[config.mk]
export PLATFORM = sky130hd
export DESIGN_NAME = byte_lane_packer
export DESIGN_NICKNAME = d
export VERILOG_FILES = /design/src/rtl/bpk_pkg.sv /design/src/rtl/bpk_regs.sv /design/src/rtl/bpk_src_mux.sv /design/src/rtl/bpk_packer_core.sv /design/src/rtl/byte_lane_packer.sv
export SDC_FILE = /design/constraint.sdc
export NUM_CORES = 1
export LEC_CHECK = 0
export BUFFER_PORTS_ARGS = -buffer_cell sky130_fd_sc_hd__buf_2
export CORE_MARGIN = 8
export CORE_UTILIZATION = 45
export DETAILED_ROUTE_END_ITERATION = 16
export HOLD_SLACK_MARGIN = 0.12
export PLACE_DENSITY_LB_ADDON = 0.08
export REMOVE_ABC_BUFFERS = 1
export SLEW_MARGIN = 20
export SYNTH_ARGS = -nofsm -noshare
export SYNTH_HDL_FRONTEND = slang
export SYNTH_HIERARCHICAL = 1
export SYNTH_SLANG_ARGS = --single-unit
export TNS_END_PERCENT = 20
[constraint.sdc]
create_clock -name clk -period 3.48 [get_ports clk]
set_input_delay 0.696 -clock clk [delete_from_list [all_inputs] [get_ports clk]]
set_output_delay 0.696 -clock clk [all_outputs]
set_load 0.01 [all_outputs]
[src/rtl/bpk_pkg.sv]
package bpk_pkg;

    localparam int BPK_NUM_SRC = 13;
    localparam int BPK_SEL_W   = 4;
    localparam int BPK_CNT_W   = 17;
    localparam int BPK_NUM_CH  = 2;
    localparam int BPK_BYTE_W  = 8;
    localparam int BPK_LANES   = 4;
    localparam int BPK_ADDR_W  = 3;

    localparam int BPK_WORD_W  = BPK_BYTE_W * BPK_LANES;
    localparam int BPK_IDX_W   = $clog2(BPK_LANES);
    localparam int BPK_POS_W   = $clog2(BPK_WORD_W);
    localparam int BPK_CH_W    = (BPK_NUM_CH > 1) ? $clog2(BPK_NUM_CH) : 1;
    localparam int BPK_GLOB_IX = 2 * BPK_NUM_CH;

    // channel word: source code above the live count
    typedef struct packed {
        logic [BPK_SEL_W-1:0] sel;
        logic [BPK_CNT_W-1:0] rem;
    } chan_cfg_t;

    localparam int BPK_CFG_W = $bits(chan_cfg_t);

    typedef struct packed {
        logic flush_n;
        logic lsb_first;
    } glob_cfg_t;

    typedef enum logic [1:0] {
        PK_IDLE = 2'd0,
        PK_FILL = 2'd1,
        PK_PUSH = 2'd2
    } pk_state_e;

    function automatic logic chan_has_work(input chan_cfg_t c);
        return (c.rem != '0) && (c.sel < BPK_SEL_W'(BPK_NUM_SRC));
    endfunction

    // bit offset of lane slot idx under the selected ordering
    function automatic logic [BPK_POS_W-1:0] lane_pos(input logic [BPK_IDX_W-1:0] idx,
                                                      input logic lsb_first);
        logic [BPK_IDX_W-1:0] slot;
        slot = lsb_first ? idx : (BPK_IDX_W'(BPK_LANES - 1) - idx);
        return BPK_POS_W'(slot) << $clog2(BPK_BYTE_W);
    endfunction

endpackage

[src/rtl/bpk_regs.sv]
module bpk_regs
    import bpk_pkg::*;
(
    input  logic                                clk,
    input  logic                                rst,
    input  logic                                we,
    input  logic [BPK_ADDR_W-1:0]               addr,
    input  logic [BPK_WORD_W-1:0]               wdata,
    output logic [BPK_WORD_W-1:0]               rdata,
    input  logic                                busy,
    input  logic [BPK_CH_W-1:0]                 cur_ch,
    input  logic                                take,
    input  logic                                pad_we,
    input  logic [BPK_CNT_W-1:0]                pad_val,
    output chan_cfg_t [BPK_NUM_CH-1:0]          cfg,
    output logic                                cfg_wr,
    output logic                                lsb_first,
    output logic                                flush
);

    chan_cfg_t [BPK_NUM_CH-1:0]          cfg_q;
    logic [BPK_NUM_CH-1:0][BPK_CNT_W-1:0] pad_q;
    glob_cfg_t                           glob_q;
    logic [BPK_NUM_CH-1:0]               wr_hit;
    logic [BPK_NUM_CH-1:0]               dec_hit;
    logic [BPK_NUM_CH-1:0]               owner;

    always_comb begin
        cfg_wr = 1'b0;
        for (int c = 0; c < BPK_NUM_CH; c++) begin
            owner[c]   = busy && (cur_ch == BPK_CH_W'(c));
            wr_hit[c]  = we && (addr == BPK_ADDR_W'(c)) && !owner[c];
            dec_hit[c] = take && owner[c];
            if (we && (addr == BPK_ADDR_W'(c)))
                cfg_wr = 1'b1;
        end
    end

    always_ff @(posedge clk) begin
        if (rst) begin
            cfg_q  <= '0;
            pad_q  <= '0;
            glob_q <= '{flush_n: 1'b1, lsb_first: 1'b0};
        end else begin
            for (int c = 0; c < BPK_NUM_CH; c++) begin
                if (wr_hit[c])
                    cfg_q[c] <= chan_cfg_t'(wdata[BPK_CFG_W-1:0]);
                else if (dec_hit[c])
                    cfg_q[c].rem <= cfg_q[c].rem - 1'b1;
                if (pad_we && owner[c])
                    pad_q[c] <= pad_val;
            end
            if (we && (addr == BPK_ADDR_W'(BPK_GLOB_IX)))
                glob_q <= glob_cfg_t'(wdata[$bits(glob_cfg_t)-1:0]);
        end
    end

    always_comb begin
        rdata = '0;
        for (int c = 0; c < BPK_NUM_CH; c++) begin
            if (addr == BPK_ADDR_W'(c))
                rdata = BPK_WORD_W'(cfg_q[c]);
            if (addr == BPK_ADDR_W'(BPK_NUM_CH + c))
                rdata = BPK_WORD_W'(pad_q[c]);
        end
        if (addr == BPK_ADDR_W'(BPK_GLOB_IX))
            rdata = BPK_WORD_W'(glob_q);
    end

    assign cfg       = cfg_q;
    assign lsb_first = glob_q.lsb_first;
    assign flush     = !glob_q.flush_n;

    for (genvar g = 0; g < BPK_NUM_CH; g++) begin : g_chk
        AST_REM_STEP: assert property (@(posedge clk) disable iff (rst)
            dec_hit[g] |=> (cfg_q[g].rem == $past(cfg_q[g].rem) - 1'b1));
        AST_ACTIVE_LOCKED: assert property (@(posedge clk) disable iff (rst)
            (owner[g] && !dec_hit[g]) |=> $stable(cfg_q[g]));
    end

endmodule

[src/rtl/bpk_src_mux.sv]
module bpk_src_mux
    import bpk_pkg::*;
(
    input  logic                               clk,
    input  logic                               rst,
    input  logic [BPK_NUM_SRC-1:0]             src_ready,
    input  logic [BPK_NUM_SRC*BPK_BYTE_W-1:0]  src_data,
    input  logic [BPK_SEL_W-1:0]               sel,
    input  logic                               take,
    output logic                               sel_ready,
    output logic [BPK_BYTE_W-1:0]              sel_byte,
    output logic [BPK_NUM_SRC-1:0]             src_pop
);

    logic [BPK_NUM_SRC-1:0] hit;

    for (genvar i = 0; i < BPK_NUM_SRC; i++) begin : g_src
        assign hit[i]     = (sel == BPK_SEL_W'(i));
        assign src_pop[i] = take && hit[i];
    end

    always_comb begin
        sel_ready = 1'b0;
        sel_byte  = '0;
        for (int i = 0; i < BPK_NUM_SRC; i++) begin
            if (hit[i]) begin
                sel_ready = src_ready[i];
                sel_byte  = src_data[i*BPK_BYTE_W +: BPK_BYTE_W];
            end
        end
    end

    AST_POP_ONEHOT: assert property (@(posedge clk) disable iff (rst)
        $onehot0(src_pop));
    AST_POP_NEEDS_READY: assert property (@(posedge clk) disable iff (rst)
        ((src_pop & ~src_ready) == '0));

endmodule

[src/rtl/bpk_packer_core.sv]
module bpk_packer_core
    import bpk_pkg::*;
(
    input  logic                          clk,
    input  logic                          rst,
    input  chan_cfg_t [BPK_NUM_CH-1:0]    cfg,
    input  logic                          cfg_wr,
    input  logic                          lsb_first,
    input  logic                          sel_ready,
    input  logic [BPK_BYTE_W-1:0]         sel_byte,
    input  logic                          out_full,
    output logic                          take,
    output logic                          busy,
    output logic [BPK_CH_W-1:0]           cur_ch,
    output logic [BPK_SEL_W-1:0]          cur_sel,
    output logic                          push,
    output logic [BPK_WORD_W-1:0]         word,
    output logic                          pad_we,
    output logic [BPK_CNT_W-1:0]          pad_val
);

    pk_state_e              state_q;
    logic [BPK_CH_W-1:0]    ch_q;
    logic [BPK_IDX_W-1:0]   idx_q;
    logic [BPK_WORD_W-1:0]  acc_q;
    chan_cfg_t              cur;
    logic                   pick_ok;
    logic [BPK_CH_W-1:0]    pick_ch;
    logic                   last_byte;
    logic                   word_done;

    // lowest channel index with work wins
    always_comb begin
        pick_ok = 1'b0;
        pick_ch = '0;
        for (int c = BPK_NUM_CH - 1; c >= 0; c--) begin
            if (chan_has_work(cfg[c])) begin
                pick_ok = 1'b1;
                pick_ch = BPK_CH_W'(c);
            end
        end
    end

    assign cur       = cfg[ch_q];
    assign cur_ch    = ch_q;
    assign cur_sel   = cur.sel;
    assign busy      = (state_q != PK_IDLE);
    assign take      = (state_q == PK_FILL) && sel_ready;
    assign last_byte = (cur.rem == BPK_CNT_W'(1));
    assign word_done = (idx_q == BPK_IDX_W'(BPK_LANES - 1));
    assign push      = (state_q == PK_PUSH) && !out_full;
    assign word      = acc_q;
    assign pad_we    = take && last_byte;
    assign pad_val   = BPK_CNT_W'(BPK_IDX_W'(BPK_LANES - 1) - idx_q);

    always_ff @(posedge clk) begin
        if (rst) begin
            state_q <= PK_IDLE;
            ch_q    <= '0;
            idx_q   <= '0;
            acc_q   <= '0;
        end else begin
            unique case (state_q)
                PK_IDLE: begin
                    if (pick_ok && !cfg_wr) begin
                        ch_q    <= pick_ch;
                        state_q <= PK_FILL;
                    end
                end
                PK_FILL: begin
                    if (take) begin
                        acc_q[lane_pos(idx_q, lsb_first) +: BPK_BYTE_W] <= sel_byte;
                        idx_q <= idx_q + 1'b1;
                        if (last_byte || word_done)
                            state_q <= PK_PUSH;
                    end
                end
                PK_PUSH: begin
                    if (!out_full) begin
                        acc_q   <= '0;
                        idx_q   <= '0;
                        state_q <= (cur.rem == '0) ? PK_IDLE : PK_FILL;
                    end
                end
                default: state_q <= PK_IDLE;
            endcase
        end
    end

    AST_HOLD_WHILE_FULL: assert property (@(posedge clk) disable iff (rst)
        (state_q == PK_PUSH && out_full) |=> (state_q == PK_PUSH && $stable(acc_q)));
    AST_A_FIRST: assert property (@(posedge clk) disable iff (rst)
        (state_q == PK_IDLE && !cfg_wr && chan_has_work(cfg[0]))
            |=> (state_q == PK_FILL && ch_q == '0));
    AST_FINAL_GOES_IDLE: assert property (@(posedge clk) disable iff (rst)
        (push && cur.rem == '0) |=> (state_q == PK_IDLE));

endmodule

[src/rtl/byte_lane_packer.sv]
module byte_lane_packer
    import bpk_pkg::*;
(
    input  logic                               clk,
    input  logic                               rst,
    input  logic                               reg_we,
    input  logic [BPK_ADDR_W-1:0]              reg_addr,
    input  logic [BPK_WORD_W-1:0]              reg_wdata,
    output logic [BPK_WORD_W-1:0]              reg_rdata,
    input  logic [BPK_NUM_SRC-1:0]             src_ready,
    input  logic [BPK_NUM_SRC*BPK_BYTE_W-1:0]  src_data,
    output logic [BPK_NUM_SRC-1:0]             src_pop,
    input  logic                               xfer_full,
    output logic                               xfer_push,
    output logic [BPK_WORD_W-1:0]              xfer_data,
    output logic                               xfer_flush
);

    chan_cfg_t [BPK_NUM_CH-1:0] cfg;
    logic                       cfg_wr;
    logic                       lsb_first;
    logic                       take;
    logic                       busy;
    logic [BPK_CH_W-1:0]        cur_ch;
    logic [BPK_SEL_W-1:0]       cur_sel;
    logic                       sel_ready;
    logic [BPK_BYTE_W-1:0]      sel_byte;
    logic                       pad_we;
    logic [BPK_CNT_W-1:0]       pad_val;

    bpk_regs u_regs (
        .clk       (clk),
        .rst       (rst),
        .we        (reg_we),
        .addr      (reg_addr),
        .wdata     (reg_wdata),
        .rdata     (reg_rdata),
        .busy      (busy),
        .cur_ch    (cur_ch),
        .take      (take),
        .pad_we    (pad_we),
        .pad_val   (pad_val),
        .cfg       (cfg),
        .cfg_wr    (cfg_wr),
        .lsb_first (lsb_first),
        .flush     (xfer_flush)
    );

    bpk_src_mux u_mux (
        .clk       (clk),
        .rst       (rst),
        .src_ready (src_ready),
        .src_data  (src_data),
        .sel       (cur_sel),
        .take      (take),
        .sel_ready (sel_ready),
        .sel_byte  (sel_byte),
        .src_pop   (src_pop)
    );

    bpk_packer_core u_core (
        .clk       (clk),
        .rst       (rst),
        .cfg       (cfg),
        .cfg_wr    (cfg_wr),
        .lsb_first (lsb_first),
        .sel_ready (sel_ready),
        .sel_byte  (sel_byte),
        .out_full  (xfer_full),
        .take      (take),
        .busy      (busy),
        .cur_ch    (cur_ch),
        .cur_sel   (cur_sel),
        .push      (xfer_push),
        .word      (xfer_data),
        .pad_we    (pad_we),
        .pad_val   (pad_val)
    );

    AST_NO_PUSH_WHEN_FULL: assert property (@(posedge clk) disable iff (rst)
        xfer_full |-> !xfer_push);
    AST_NO_POP_IN_RESET: assert property (@(posedge clk)
        rst |-> (src_pop == '0 && !xfer_push));

endmodule

==> flow_metrics.py <==
metrics = {
    "status": {
        "status": "finished clean",
    },
    "setup_path": {
        "crit_path_end_kind": "output pin",
        "path_max_fanout": 13,
        "reg2reg_depth": 11,
        "critical_path_class": "reg -> out",
        "worstSetupStartpointType": "flop",
        "worstReg2RegStart": "u_core/cur_ch",
        "rrSetupSlack_ns": 0.43,
        "r2r_end": "u_regs/cfg[10]",
        "critPathCapture": "src_pop[12]",
        "critical_path_required_ns": 2.78,
        "worstPathArrival_ns": 2.64,
        "crit_start": "u_core/cur_ch",
    },
    "routing": {
        "wl_mm": 26.9,
        "drt-initial-drc-count": 757,
        "vias": 8039,
        "wl_per_cell_um": 19.6,
        "firstDrtPassIters": 8,
        "drc": 0,
        "postRouteAntennaNets": 0,
        "vias_per_cell": 5.86,
    },
    "yosys": {
        "synth_cells": 920,
        "synthDistinctLibCells": 89,
        "synth_mux_area_share_pct": 10.9,
        "synth_edf_count": 0,
        "synth_top_family_by_area": "simple AND/OR/NAND/NOR gates",
        "synth-seq-cells": 115,
        "synth.largest_area_cell": "dfxtp_1",
        "ys_top_cells_by_area": "dfxtp_1 (30%), nand2_1 (5.8%), mux4_2 (4.4%)",
        "syn_area_per_cell_um2": 8.34,
        "synth-seq-area-share_pct": 30.0,
        "synth_compound_area_share_pct": 22.4,
        "syn-cell-area_mm2": 0.00767,
        "synth_fa_ha_area_share_pct": 1.31,
        "synth_xor_area_share_pct": 0.555,
        "synth-async-reset-ratio_pct": 0,
        "synth_flop_cell": "dfxtp_1",
        "yosysTopAreaCellShare_pct": 30.0,
        "synthSimpleGateAreaFrac_pct": 26.7,
        "yosysWarnings": 6,
    },
    "cells_and_area": {
        "final_cell_mix": "buf_2 (211), nand2_1 (115), dfxtp_1 (114)",
        "final_common_cell": "buf_2",
        "syn2layout_area_growth_pct": 25.2,
        "final_area_mm2": 0.00960,
        "final_cells": 1372,
        "final_core_util_pct": 57.7,
        "final_nets": 1300,
        "drive_gt1_share_pct": 32.6,
    },
    "clock_network": {
        "htreeDepth": 4,
        "cts_root_buffer": "clkbuf_16",
        "path_clk_slew_ns": 0.06,
        "clock_path_buffers": 2,
        "cts_tree": "yes",
        "cts_buffers": 17,
        "insertion_delay_ns": 0.42,
        "ctsHoldBuffers": 0,
        "cts.sinks": 115,
    },
    "power_and_ir_drop": {
        "total_power_mw": 4.61,
        "peakVddDrop_mv": 0.428,
        "total_leakage_power_nw": 4.07,
        "powerDensity_mw_per_mm2": 480,
    },
    "die": {
        "die_area_mm2": 0.0215,
        "io_pins": 235,
        "core_region_area_mm2": 0.0166,
        "die_w_um": 147,
        "initial_core_util_pct": 46.1,
        "die_h_um": 147,
        "fp-row-count": 47,
    },
    "placement": {
        "dpl_cell_area_mm2": 0.00893,
        "place_ws_ns": 0.164,
        "dp.cells": 1335,
        "portBuffers": 212,
        "dpl.hpwl_mm": 20.0,
        "gp_congestion": 0.906,
    },
    "global_route": {
        "grt_pass1_wl_mm": 41.9,
        "antenna_found_initial": 3,
        "grt_pass1_vias": 7484,
        "overflow": 0,
        "grt_usage_pct": 24.2,
        "grt_max_degree": 38,
    },
    "flow_run": {
        "cap_viol_max_count": 0,
    },
    "timing": {
        "relSlewSlack_pct": 45.5,
        "finalMaxSlewViolations": 0,
        "fin_setup_tns_ns": 0,
        "fin_crit_ns": 3.34,
        "hold_violations": 0,
        "fin_hold_ws_ns": 0.452,
        "fin_ws_ns": 0.144,
        "clock_skew_ns": 0.0124,
        "tightest_slew_ns": 0.817,
        "fmax_mhz": 300,
        "period_share_pct": 95.9,
        "setup_viol": 0,
    },
    "hold_path": {
        "min_path_type": "reg -> reg",
    },
}
[cell type report]
cell class	count	area, µm²
Antenna cell	3	7.51
Clock buffer	17	425
Clock inverter	15	163
Fill cell	1583	7040
Inverter	19	78.8
Multi-Input combinational cell	720	4890
Sequential cell	115	2310
Tap cell	220	275
Timing Repair Buffer	263	1450
[flip-flops by register name, indices dropped and copies added, names as in the netlist]
| name | flops |
|---|---|
| u_core/cur_ch | 1 |
| u_regs/cfg | 42 |
| u_regs/pad_q | 34 |
| u_core/state_q | 2 |
| u_core/word | 32 |
| u_regs/glob_q | 1 |
| u_core/idx_q | 2 |
| u_regs/lsb_first | 1 |
[synthesized netlist by cell type, types with 3 or more instances]
cell,count
o2bb2ai_1,8
or2_2,5
nor3b_1,4
nor4_4,4
nand2_1,118
and3_1,13
a22oi_1,44
o22ai_1,19
or4_1,9
nor2_1,74
inv_1,14
a21o_1,14
o21ai_0,13
clkinv_1,3
or4_4,7
nand3b_1,6
buf_4,30
nand4_1,3
ha_1,8
or3_2,3
a221oi_1,3
mux2_2,19
a31oi_1,22
clkbuf_1,32
nor2b_1,7
nor4_1,5
or3_1,11
a21oi_1,66
and2_1,20
a211oi_1,3
or4b_1,4
nand2b_1,14
nand3_1,29
nor3_1,15
a22o_1,7
clkbuf_8,4
a2bb2oi_1,3
a222oi_1,6
mux4_2,15
buf_2,19
dfxtp_1,115
nor4_2,3
mux2i_1,23
o311ai_0,6
o211ai_1,12
[logic make-up after synthesis]
logic type               after synthesis
AO/OA/AOI/OAI                        250
XOR/XNOR                               4
adder cells (fa/ha/maj)                8
buffers and inverters                109
flip-flops                           115
multiplexers                          59
other                                  2
AND/OR/NAND/NOR                      373
[what timing repair did]
item | CTS | global route
endpoints found under the hold margin | 0 | 0
setup buffers | 0 | 2
pin swaps | 0 | 2
resized for setup | 5 | 11
setup endpoints to repair | 13 | 13
[where the power goes]
group	switching (mW)	internal (mW)	total [mW]	leakage (nW)
Sequential	0.131	1.39	1.52	0.930
Clock	0.731	1.02	1.75	0.290
Combinational	0.758	0.578	1.34	2.85
[critical path: stages (launching register included)]
cell	delay [ns]
dfxtp_4	0.38
mux2_4	0.35
buf_6	0.16
nor2b_1	0.14
o2bb2ai_1	0.12
a222oi_1	0.40
a31oi_4	0.16
nand3b_4	0.13
inv_6	0.08
and3_1	0.16
buf_2	0.14
[layer usage]
layer / routed length (µm) / GRT usage (%) / part of all wire (%)
met1: 12400 / 34.7 / 46
met2: 11800 / 35.1 / 44
met3: 2330 / 6.24 / 8.6
met4: 357 / 6.13 / 1.3
met5: 0 / 0 / 0
[how the worst min path moves through the flow]
stage / from / endpoint / slack (ns) / cells after the start
finish: u_regs/pad_q[3] / u_regs/pad_q[3] / 0.45 / 2
global route: u_regs/pad_q[14] / u_regs/pad_q[14] / 0.46 / 2
CTS: u_regs/pad_q[33] / u_regs/pad_q[33] / 0.45 / 2
detailed placement: u_regs/pad_q[33] / u_regs/pad_q[33] / 0.44 / 2
global placement: u_regs/pad_q[30] / u_regs/pad_q[30] / 0.44 / 2
floorplan: u_regs/pad_q[2] / u_regs/pad_q[2] / 0.43 / 2
Power figures use the tool's default switching activity.
